==> src/rtl/afrs_pkg.sv <==
package afrs_pkg;
  localparam int APP_W = 2;

  typedef enum logic {ST_IDLE = 1'b0, ST_WAIT = 1'b1} ctl_state_t;

  // application that follows a in the rotation of n applications
  function automatic logic [APP_W-1:0] rr_next(input logic [APP_W-1:0] a, input int n);
    int s;
    s = int'(a) + 1;
    if (s >= n) s = 0;
    return APP_W'(s);
  endfunction

  // k-th application visited when the rotation starts at base
  function automatic logic [APP_W-1:0] rr_slot(input logic [APP_W-1:0] base, input int k,
                                               input int n);
    int s;
    s = int'(base) + k;
    if (s >= n) s = s - n;
    return APP_W'(s);
  endfunction

  // saturating increment of a waiting-time counter
  function automatic logic [7:0] age_inc(input logic [7:0] v);
    return (v == 8'hFF) ? v : v + 8'd1;
  endfunction
endpackage

==> src/rtl/afrs_queue.sv <==
module afrs_queue
  import afrs_pkg::*;
#(
  parameter int DEPTH = 16,
  parameter int ROW_W = 8,
  parameter int COL_W = 6,
  localparam int IDX_W = (DEPTH > 1) ? $clog2(DEPTH) : 1
) (
  input  logic                              clk,
  input  logic                              rst_n,
  input  logic                              wr_en,
  input  logic [APP_W-1:0]                  wr_app,
  input  logic [ROW_W-1:0]                  wr_row,
  input  logic [COL_W-1:0]                  wr_col,
  input  logic                              rd_en,
  input  logic [IDX_W-1:0]                  rd_idx,
  output logic [DEPTH-1:0]                  q_valid,
  output logic [DEPTH-1:0][APP_W-1:0]       q_app,
  output logic [DEPTH-1:0][ROW_W-1:0]       q_row,
  output logic [DEPTH-1:0][COL_W-1:0]       q_col,
  output logic [DEPTH-1:0][7:0]             q_age,
  output logic                              full
);
  logic [IDX_W-1:0] free_idx;

  assign full = &q_valid;

  always_comb begin
    free_idx = '0;
    for (int i = DEPTH - 1; i >= 0; i--) begin
      if (!q_valid[i]) free_idx = IDX_W'(i);
    end
  end

  always_ff @(posedge clk) begin
    if (!rst_n) begin
      q_valid <= '0;
      q_app   <= '0;
      q_row   <= '0;
      q_col   <= '0;
      q_age   <= '0;
    end else begin
      for (int i = 0; i < DEPTH; i++) begin
        if (rd_en && rd_idx == IDX_W'(i)) begin
          q_valid[i] <= 1'b0;
        end else if (q_valid[i]) begin
          q_age[i] <= age_inc(q_age[i]);
        end else if (wr_en && free_idx == IDX_W'(i)) begin
          q_valid[i] <= 1'b1;
          q_app[i]   <= wr_app;
          q_row[i]   <= wr_row;
          q_col[i]   <= wr_col;
          q_age[i]   <= 8'd0;
        end
      end
    end
  end
endmodule

==> src/rtl/afrs_picker.sv <==
module afrs_picker
  import afrs_pkg::*;
#(
  parameter int DEPTH    = 16,
  parameter int ROW_W    = 8,
  parameter int NUM_APPS = 2,
  localparam int IDX_W = (DEPTH > 1) ? $clog2(DEPTH) : 1
) (
  input  logic [DEPTH-1:0]            q_valid,
  input  logic [DEPTH-1:0][APP_W-1:0] q_app,
  input  logic [DEPTH-1:0][ROW_W-1:0] q_row,
  input  logic [DEPTH-1:0][7:0]       q_age,
  input  logic                        row_open,
  input  logic [ROW_W-1:0]            open_row,
  input  logic [APP_W-1:0]            rr_ptr,
  input  logic                        base_mode,
  output logic                        any_hit,
  output logic                        pick_valid,
  output logic [IDX_W-1:0]            pick_idx
);
  logic [DEPTH-1:0] hit, cand;
  logic             g_found;
  logic [IDX_W-1:0] g_idx;
  logic [7:0]       g_age;
  logic             a_found [NUM_APPS];
  logic [IDX_W-1:0] a_idx   [NUM_APPS];
  logic [7:0]       a_age   [NUM_APPS];
  logic             r_found;
  logic [IDX_W-1:0] r_idx;

  always_comb begin
    any_hit = 1'b0;
    for (int i = 0; i < DEPTH; i++) begin
      hit[i]  = q_valid[i] && row_open && (q_row[i] == open_row);
      any_hit = any_hit | hit[i];
    end
    for (int i = 0; i < DEPTH; i++) cand[i] = q_valid[i] && (!any_hit || hit[i]);

    // oldest candidate overall
    g_found = 1'b0; g_idx = '0; g_age = '0;
    for (int i = 0; i < DEPTH; i++) begin
      if (cand[i] && (!g_found || q_age[i] > g_age)) begin
        g_found = 1'b1; g_idx = IDX_W'(i); g_age = q_age[i];
      end
    end

    // oldest candidate of each application
    for (int a = 0; a < NUM_APPS; a++) begin
      a_found[a] = 1'b0; a_idx[a] = '0; a_age[a] = '0;
      for (int i = 0; i < DEPTH; i++) begin
        if (cand[i] && q_app[i] == APP_W'(a) && (!a_found[a] || q_age[i] > a_age[a])) begin
          a_found[a] = 1'b1; a_idx[a] = IDX_W'(i); a_age[a] = q_age[i];
        end
      end
    end

    // first application with a candidate, starting at the pointer
    r_found = 1'b0; r_idx = '0;
    for (int k = 0; k < NUM_APPS; k++) begin
      if (!r_found && a_found[int'(rr_slot(rr_ptr, k, NUM_APPS))]) begin
        r_found = 1'b1;
        r_idx   = a_idx[int'(rr_slot(rr_ptr, k, NUM_APPS))];
      end
    end

    pick_valid = base_mode ? g_found : r_found;
    pick_idx   = base_mode ? g_idx   : r_idx;
  end
endmodule

==> src/rtl/afrs_stats.sv <==
module afrs_stats
  import afrs_pkg::*;
#(
  parameter int NUM_APPS = 2,
  parameter int CNT_W    = 16
) (
  input  logic                      clk,
  input  logic                      rst_n,
  input  logic                      ev_valid,
  input  logic [APP_W-1:0]          ev_app,
  input  logic                      ev_hit,
  output logic [NUM_APPS*CNT_W-1:0] hit_count,
  output logic [NUM_APPS*CNT_W-1:0] switch_count
);
  for (genvar a = 0; a < NUM_APPS; a++) begin : g_app
    logic [CNT_W-1:0] hits, switches;
    always_ff @(posedge clk) begin
      if (!rst_n) begin
        hits     <= '0;
        switches <= '0;
      end else if (ev_valid && ev_app == APP_W'(a)) begin
        if (ev_hit) hits <= hits + 1'b1;
        else        switches <= switches + 1'b1;
      end
    end
    assign hit_count[a*CNT_W +: CNT_W]    = hits;
    assign switch_count[a*CNT_W +: CNT_W] = switches;
  end
endmodule

==> src/rtl/app_fair_row_sched.sv <==
module app_fair_row_sched
  import afrs_pkg::*;
#(
  parameter int DEPTH     = 16,
  parameter int NUM_APPS  = 2,
  parameter int ROW_W     = 8,
  parameter int COL_W     = 6,
  parameter int ACT_DELAY = 4,
  parameter int CNT_W     = 16
) (
  input  logic                      clk,
  input  logic                      rst_n,
  input  logic                      base_mode,
  input  logic                      in_valid,
  output logic                      in_ready,
  input  logic [1:0]                in_app,
  input  logic [ROW_W-1:0]          in_row,
  input  logic [COL_W-1:0]          in_col,
  output logic                      grant_valid,
  input  logic                      grant_ready,
  output logic [1:0]                grant_app,
  output logic [ROW_W-1:0]          grant_row,
  output logic [COL_W-1:0]          grant_col,
  output logic [NUM_APPS*CNT_W-1:0] hit_count,
  output logic [NUM_APPS*CNT_W-1:0] switch_count
);
  localparam int IDX_W = (DEPTH > 1) ? $clog2(DEPTH) : 1;
  localparam int WC_W  = $clog2(ACT_DELAY + 1);

  logic [DEPTH-1:0]            q_valid;
  logic [DEPTH-1:0][APP_W-1:0] q_app;
  logic [DEPTH-1:0][ROW_W-1:0] q_row;
  logic [DEPTH-1:0][COL_W-1:0] q_col;
  logic [DEPTH-1:0][7:0]       q_age;
  logic                        q_full;

  ctl_state_t       state;
  logic [WC_W-1:0]  wait_cnt;
  logic             row_open;
  logic [ROW_W-1:0] open_row;
  logic [APP_W-1:0] rr_ptr;

  // named events for the checker
  logic             any_hit, pick_valid;
  logic [IDX_W-1:0] pick_idx;
  logic             grant_fire, can_decide, dec_fire, dec_hit;
  logic [APP_W-1:0] dec_app;

  assign in_ready    = !q_full;
  assign grant_valid = (state == ST_WAIT) && (wait_cnt == '0);
  assign grant_fire  = grant_valid && grant_ready;
  assign can_decide  = (state == ST_IDLE) || grant_fire;
  assign dec_fire    = can_decide && pick_valid;
  assign dec_app     = q_app[pick_idx];
  assign dec_hit     = row_open && (q_row[pick_idx] == open_row);

  afrs_queue #(.DEPTH(DEPTH), .ROW_W(ROW_W), .COL_W(COL_W)) u_queue (
    .clk(clk), .rst_n(rst_n),
    .wr_en(in_valid && in_ready), .wr_app(in_app), .wr_row(in_row), .wr_col(in_col),
    .rd_en(dec_fire), .rd_idx(pick_idx),
    .q_valid(q_valid), .q_app(q_app), .q_row(q_row), .q_col(q_col), .q_age(q_age),
    .full(q_full)
  );

  afrs_picker #(.DEPTH(DEPTH), .ROW_W(ROW_W), .NUM_APPS(NUM_APPS)) u_picker (
    .q_valid(q_valid), .q_app(q_app), .q_row(q_row), .q_age(q_age),
    .row_open(row_open), .open_row(open_row), .rr_ptr(rr_ptr), .base_mode(base_mode),
    .any_hit(any_hit), .pick_valid(pick_valid), .pick_idx(pick_idx)
  );

  afrs_stats #(.NUM_APPS(NUM_APPS), .CNT_W(CNT_W)) u_stats (
    .clk(clk), .rst_n(rst_n),
    .ev_valid(dec_fire), .ev_app(dec_app), .ev_hit(dec_hit),
    .hit_count(hit_count), .switch_count(switch_count)
  );

  always_ff @(posedge clk) begin
    if (!rst_n) begin
      state     <= ST_IDLE;
      wait_cnt  <= '0;
      row_open  <= 1'b0;
      open_row  <= '0;
      rr_ptr    <= '0;
      grant_app <= '0;
      grant_row <= '0;
      grant_col <= '0;
    end else if (dec_fire) begin
      state     <= ST_WAIT;
      wait_cnt  <= dec_hit ? '0 : WC_W'(ACT_DELAY - 1);
      row_open  <= 1'b1;
      open_row  <= q_row[pick_idx];
      rr_ptr    <= rr_next(dec_app, NUM_APPS);
      grant_app <= dec_app;
      grant_row <= q_row[pick_idx];
      grant_col <= q_col[pick_idx];
    end else if (grant_fire) begin
      state <= ST_IDLE;
    end else if (state == ST_WAIT && wait_cnt != '0) begin
      wait_cnt <= wait_cnt - 1'b1;
    end
  end
endmodule

==> config.mk <==
export PLATFORM = sky130hd
export DESIGN_NAME = app_fair_row_sched
export DESIGN_NICKNAME = d
export VERILOG_FILES = /design/src/rtl/afrs_pkg.sv /design/src/rtl/afrs_queue.sv /design/src/rtl/afrs_picker.sv /design/src/rtl/afrs_stats.sv /design/src/rtl/app_fair_row_sched.sv
export SDC_FILE = /design/constraint.sdc
export NUM_CORES = 2
export LEC_CHECK = 0
export BUFFER_PORTS_ARGS = -buffer_cell sky130_fd_sc_hd__buf_2
export CORE_MARGIN = 2
export CORE_UTILIZATION = 65
export DETAILED_ROUTE_END_ITERATION = 6
export GPL_TIMING_DRIVEN = 1
export PLACE_DENSITY = 0.8
export SYNTH_ARGS = -nofsm -noshare
export SYNTH_HDL_FRONTEND = slang
export SYNTH_SLANG_ARGS = --single-unit
export TNS_END_PERCENT = 1
==> constraint.sdc <==
create_clock -name clk -period 46.1 [get_ports clk]
set_clock_uncertainty 0.2 [all_clocks]
set_input_delay 0 -clock clk [delete_from_list [all_inputs] [get_ports clk]]
set_output_delay 0 -clock clk [all_outputs]
set_load 0.01 [all_outputs]
==> impl_metrics.py <==
metrics = {
    "outcome": {
        "outcome": "finished with violations",
        "violations": "DRC",
    },
    "sta": {
        "max_freq_mhz": 23.6,
        "slew_headroom": 0.138,
        "period_share": 0.918,
        "rsz0062_at_grt": "false",
        "post-route-min-period_ns": 42.32,
        "setup_slack_ns": 3.78,
        "worstMarginPinSlew_ns": 1.28,
        "drv_slew": 0,
        "setup_viol": 0,
        "hold_violations": 0,
        "finalSetupTns_ns": 0,
    },
    "placed_design": {
        "place_ws_ns": 3.35,
        "place_congestion": 1.03,
        "port_buffers": 102,
        "dpl_cell_area_um2": 39500,
        "dpl.hpwl_mm": 95.8,
    },
    "clock_network": {
        "cts_buffers": 54,
        "worstSkewPairLatency_ns": 0.65,
        "clk_path_buf_depth": 3,
        "tritoncts": "built",
        "clkSlewWorstSetupHoldPaths_ns": 0.07,
        "cts_sinks": 486,
        "h-tree-depth": 2,
        "root_buffer": "clkbuf_16",
    },
    "power": {
        "irDropWorstVdd_mv": 0.0344,
        "p_int_uw": 746,
        "clockPowerShare": 0.435,
        "p_seq_frac": 0.417,
        "power_density_nw_per_um2": 25.3,
        "p_leak_nw": 16.3,
        "pwr-share-comb": 0.148,
        "swShare": 0.292,
        "switchingPower_uw": 307,
    },
    "route": {
        "antenna_left": 0,
        "vias": 38500,
        "wl_per_cell_um": 22.0,
        "drt_iter0_markers": 4347,
        "wl_mm": 130,
        "detail_route.first_pass.iterations": 7,
        "drc": 16,
        "viasPerCell": 6.51,
    },
    "die": {
        "io_pins": 103,
        "die_h_um": 248,
        "initial_utilization": 0.657,
        "design.core.area_um2": 58900,
        "rows": 89,
        "die_area_um2": 61500,
        "die_x_um": 248,
    },
    "cells_and_area": {
        "layout_commonest_cell": "nand2_1",
        "layout_common_cells": "nand2_1 (839), a21oi_1 (520), dfxtp_1 (481)",
        "final_area_um2": 41600,
        "drive_above_1_share": 0.0769,
        "fin_nets": 5482,
        "area_growth_pct": 7.52,
    },
    "synthesis": {
        "avgSynthCellArea_um2": 7.55,
        "netlist_instances": 5125,
        "seq_area_frac_synth": 0.251,
        "async_reset_ff_frac": 0,
        "syn-cell-area_um2": 38700,
        "synth.net_count": 5512,
        "synth_edf_count": 0,
        "synth-seq-cells": 486,
        "synth_ff_type": "dfxtp_1",
        "yosysWarningCount": 0,
        "yosysUniqueCellTypes": 103,
    },
    "worst_setup_path": {
        "critPathArrivalTime_ns": 42.70,
        "r2r_cells": 191,
        "cp-end-kind": "register",
        "start_kind": "register",
        "cp_max_fo": 39,
        "worst_path_max_delay_cell": "dfxtp_1",
        "required_ns": 46.49,
        "reg2reg_from": "open_row[1]",
        "crit_type": "reg2reg",
        "max_stage_delay_ns": 1.02,
        "startpoint": "open_row[1]",
        "crit_top_cell": "o21ai_0",
    },
    "job": {
        "maxCapViolations": 0,
    },
    "global_routing": {
        "grt.busiest_layer": "met2",
        "overflow": 0,
        "grt_usage": 0.411,
        "use_met3": 0.0822,
        "grt_pass1_wl_mm": 200,
        "grt_use_met2": 0.646,
        "grt_pass1_vias": 35600,
        "grt_start_max_net_pins": 158,
        "antenna_found_initial": 3,
        "met1_usage": 0.543,
    },
    "hold_path": {
        "min_from": "in_col[3]",
        "hp-class": "in2reg",
        "min_path_cells": 4,
    },
}
-- area by class of cell --
cell class / count / area (µm²)
multi-input combinational: 4090 / 26800
timing repair buffer: 174 / 1110
clock inverter: 20 / 274
fill: 4892 / 17300
sequential: 486 / 9740
antenna: 3 / 7.51
clock buffer: 79 / 1610
inverter: 289 / 1090
tap: 773 / 967
-- registers in the layout (all words and copies together) (netlist names), 2 cells and up --
register,cells
grant_col,6
u_stats.g_app.hits,32
open_row,8
u_queue.q_col,96
u_stats.g_app.switches,32
u_queue.q_app,32
u_queue.q_row,128
grant_app,2
u_queue.q_age,128
u_queue.q_valid,16
wait_cnt,3
-- final timing paths --
| kind | to | slack, ns |
|---|---|---|
| worst max-delay path | u_stats.g_app[1].hits[10] | 3.78 |
| worst min register to register | u_queue.q_col[84] | 0.25 |
| worst min-delay path | u_queue.q_col[51] | 0.12 |
| worst max register to register | u_stats.g_app[1].hits[10] | 3.78 |
-- synth_stat cells, types with 41 or more instances --
| library cell | instances | area [µm²] |
|---|---|---|
| nor2b_1 | 45 | 282 |
| and3_1 | 67 | 419 |
| o21ai_0 | 253 | 1270 |
| dfxtp_1 | 486 | 9730 |
| a21o_1 | 80 | 601 |
| xnor2_1 | 175 | 1530 |
| o21a_1 | 64 | 480 |
| nor3_1 | 67 | 335 |
| xor2_1 | 56 | 490 |
| nand3_1 | 191 | 956 |
| mux2_2 | 60 | 676 |
| mux2i_1 | 234 | 2340 |
| nand2_1 | 839 | 3150 |
| nand4_1 | 115 | 719 |
| inv_1 | 286 | 1070 |
| clkbuf_1 | 184 | 691 |
| or3_1 | 41 | 257 |
| ha_1 | 366 | 4580 |
| nand2b_1 | 82 | 513 |
| a21oi_1 | 521 | 2610 |
| nor2_1 | 399 | 1500 |
-- layer usage --
layer	up-vias	wire, µm	share of wire
li1	18000	-	-
met2	2152	56900	0.44
met1	17900	52500	0.40
met3	480	14000	0.11
met4	2	6660	0.051
met5	-	13	0.00010
-- power groups by stage --
stage,logic [mW],registers [mW],clock network (mW)
after floorplan,0.116,0.439,0
after global placement,0.147,0.447,0
after detailed placement,0.147,0.448,0
after CTS,0.150,0.438,0.460
after global routing,0.167,0.440,0.477
final,0.156,0.439,0.458
-- worst max-delay path: cells and delay by family (launching register included) --
family                     cells  cell delay [ns]
and+or+nand+nor               52            11.10
DFF                            1             1.02
buffers and inverters         11             1.44
muxes                          7             1.72
adders and majority gates     15             4.57
xor gates and xnor gates       1             0.15
AOI/OAI and AO/OA            105            21.92
-- repair_timing --
item | 4_1_cts | 5_1_grt
endpoints found under the hold margin | 297 | 0
hold buffers | 20 | 0
buffers inserted | 0 | 1
setup endpoints to repair | 0 | 106
resized for setup | 0 | 10
-- cell families after synthesis --
logic type                 Yosys count  share of synthesized area
AOI/OAI and AO/OA                 1194                      0.188
xor gates and xnor gates           231                     0.0523
adders and majority gates          369                      0.119
buffers and inverters              549                     0.0578
DFF                                486                      0.251
muxes                              328                     0.0972
and+or+nand+nor                   1968                      0.234
-- metrics by stage --
step / hold WS [ns] / power [mW] / utilization / cells
after floorplan: 0.0402 / 0.555 / - / 5125
after global placement: 0.196 / 0.594 / 0.670 / 5791
after detailed placement: 0.204 / 0.595 / 0.670 / 5791
after CTS: 0.105 / 1.05 / 0.706 / 5910
after global routing: 0.131 / 1.08 / 0.707 / 5911
final: 0.118 / 1.05 / 0.707 / 5914
Power figures use the tool's default switching activity.
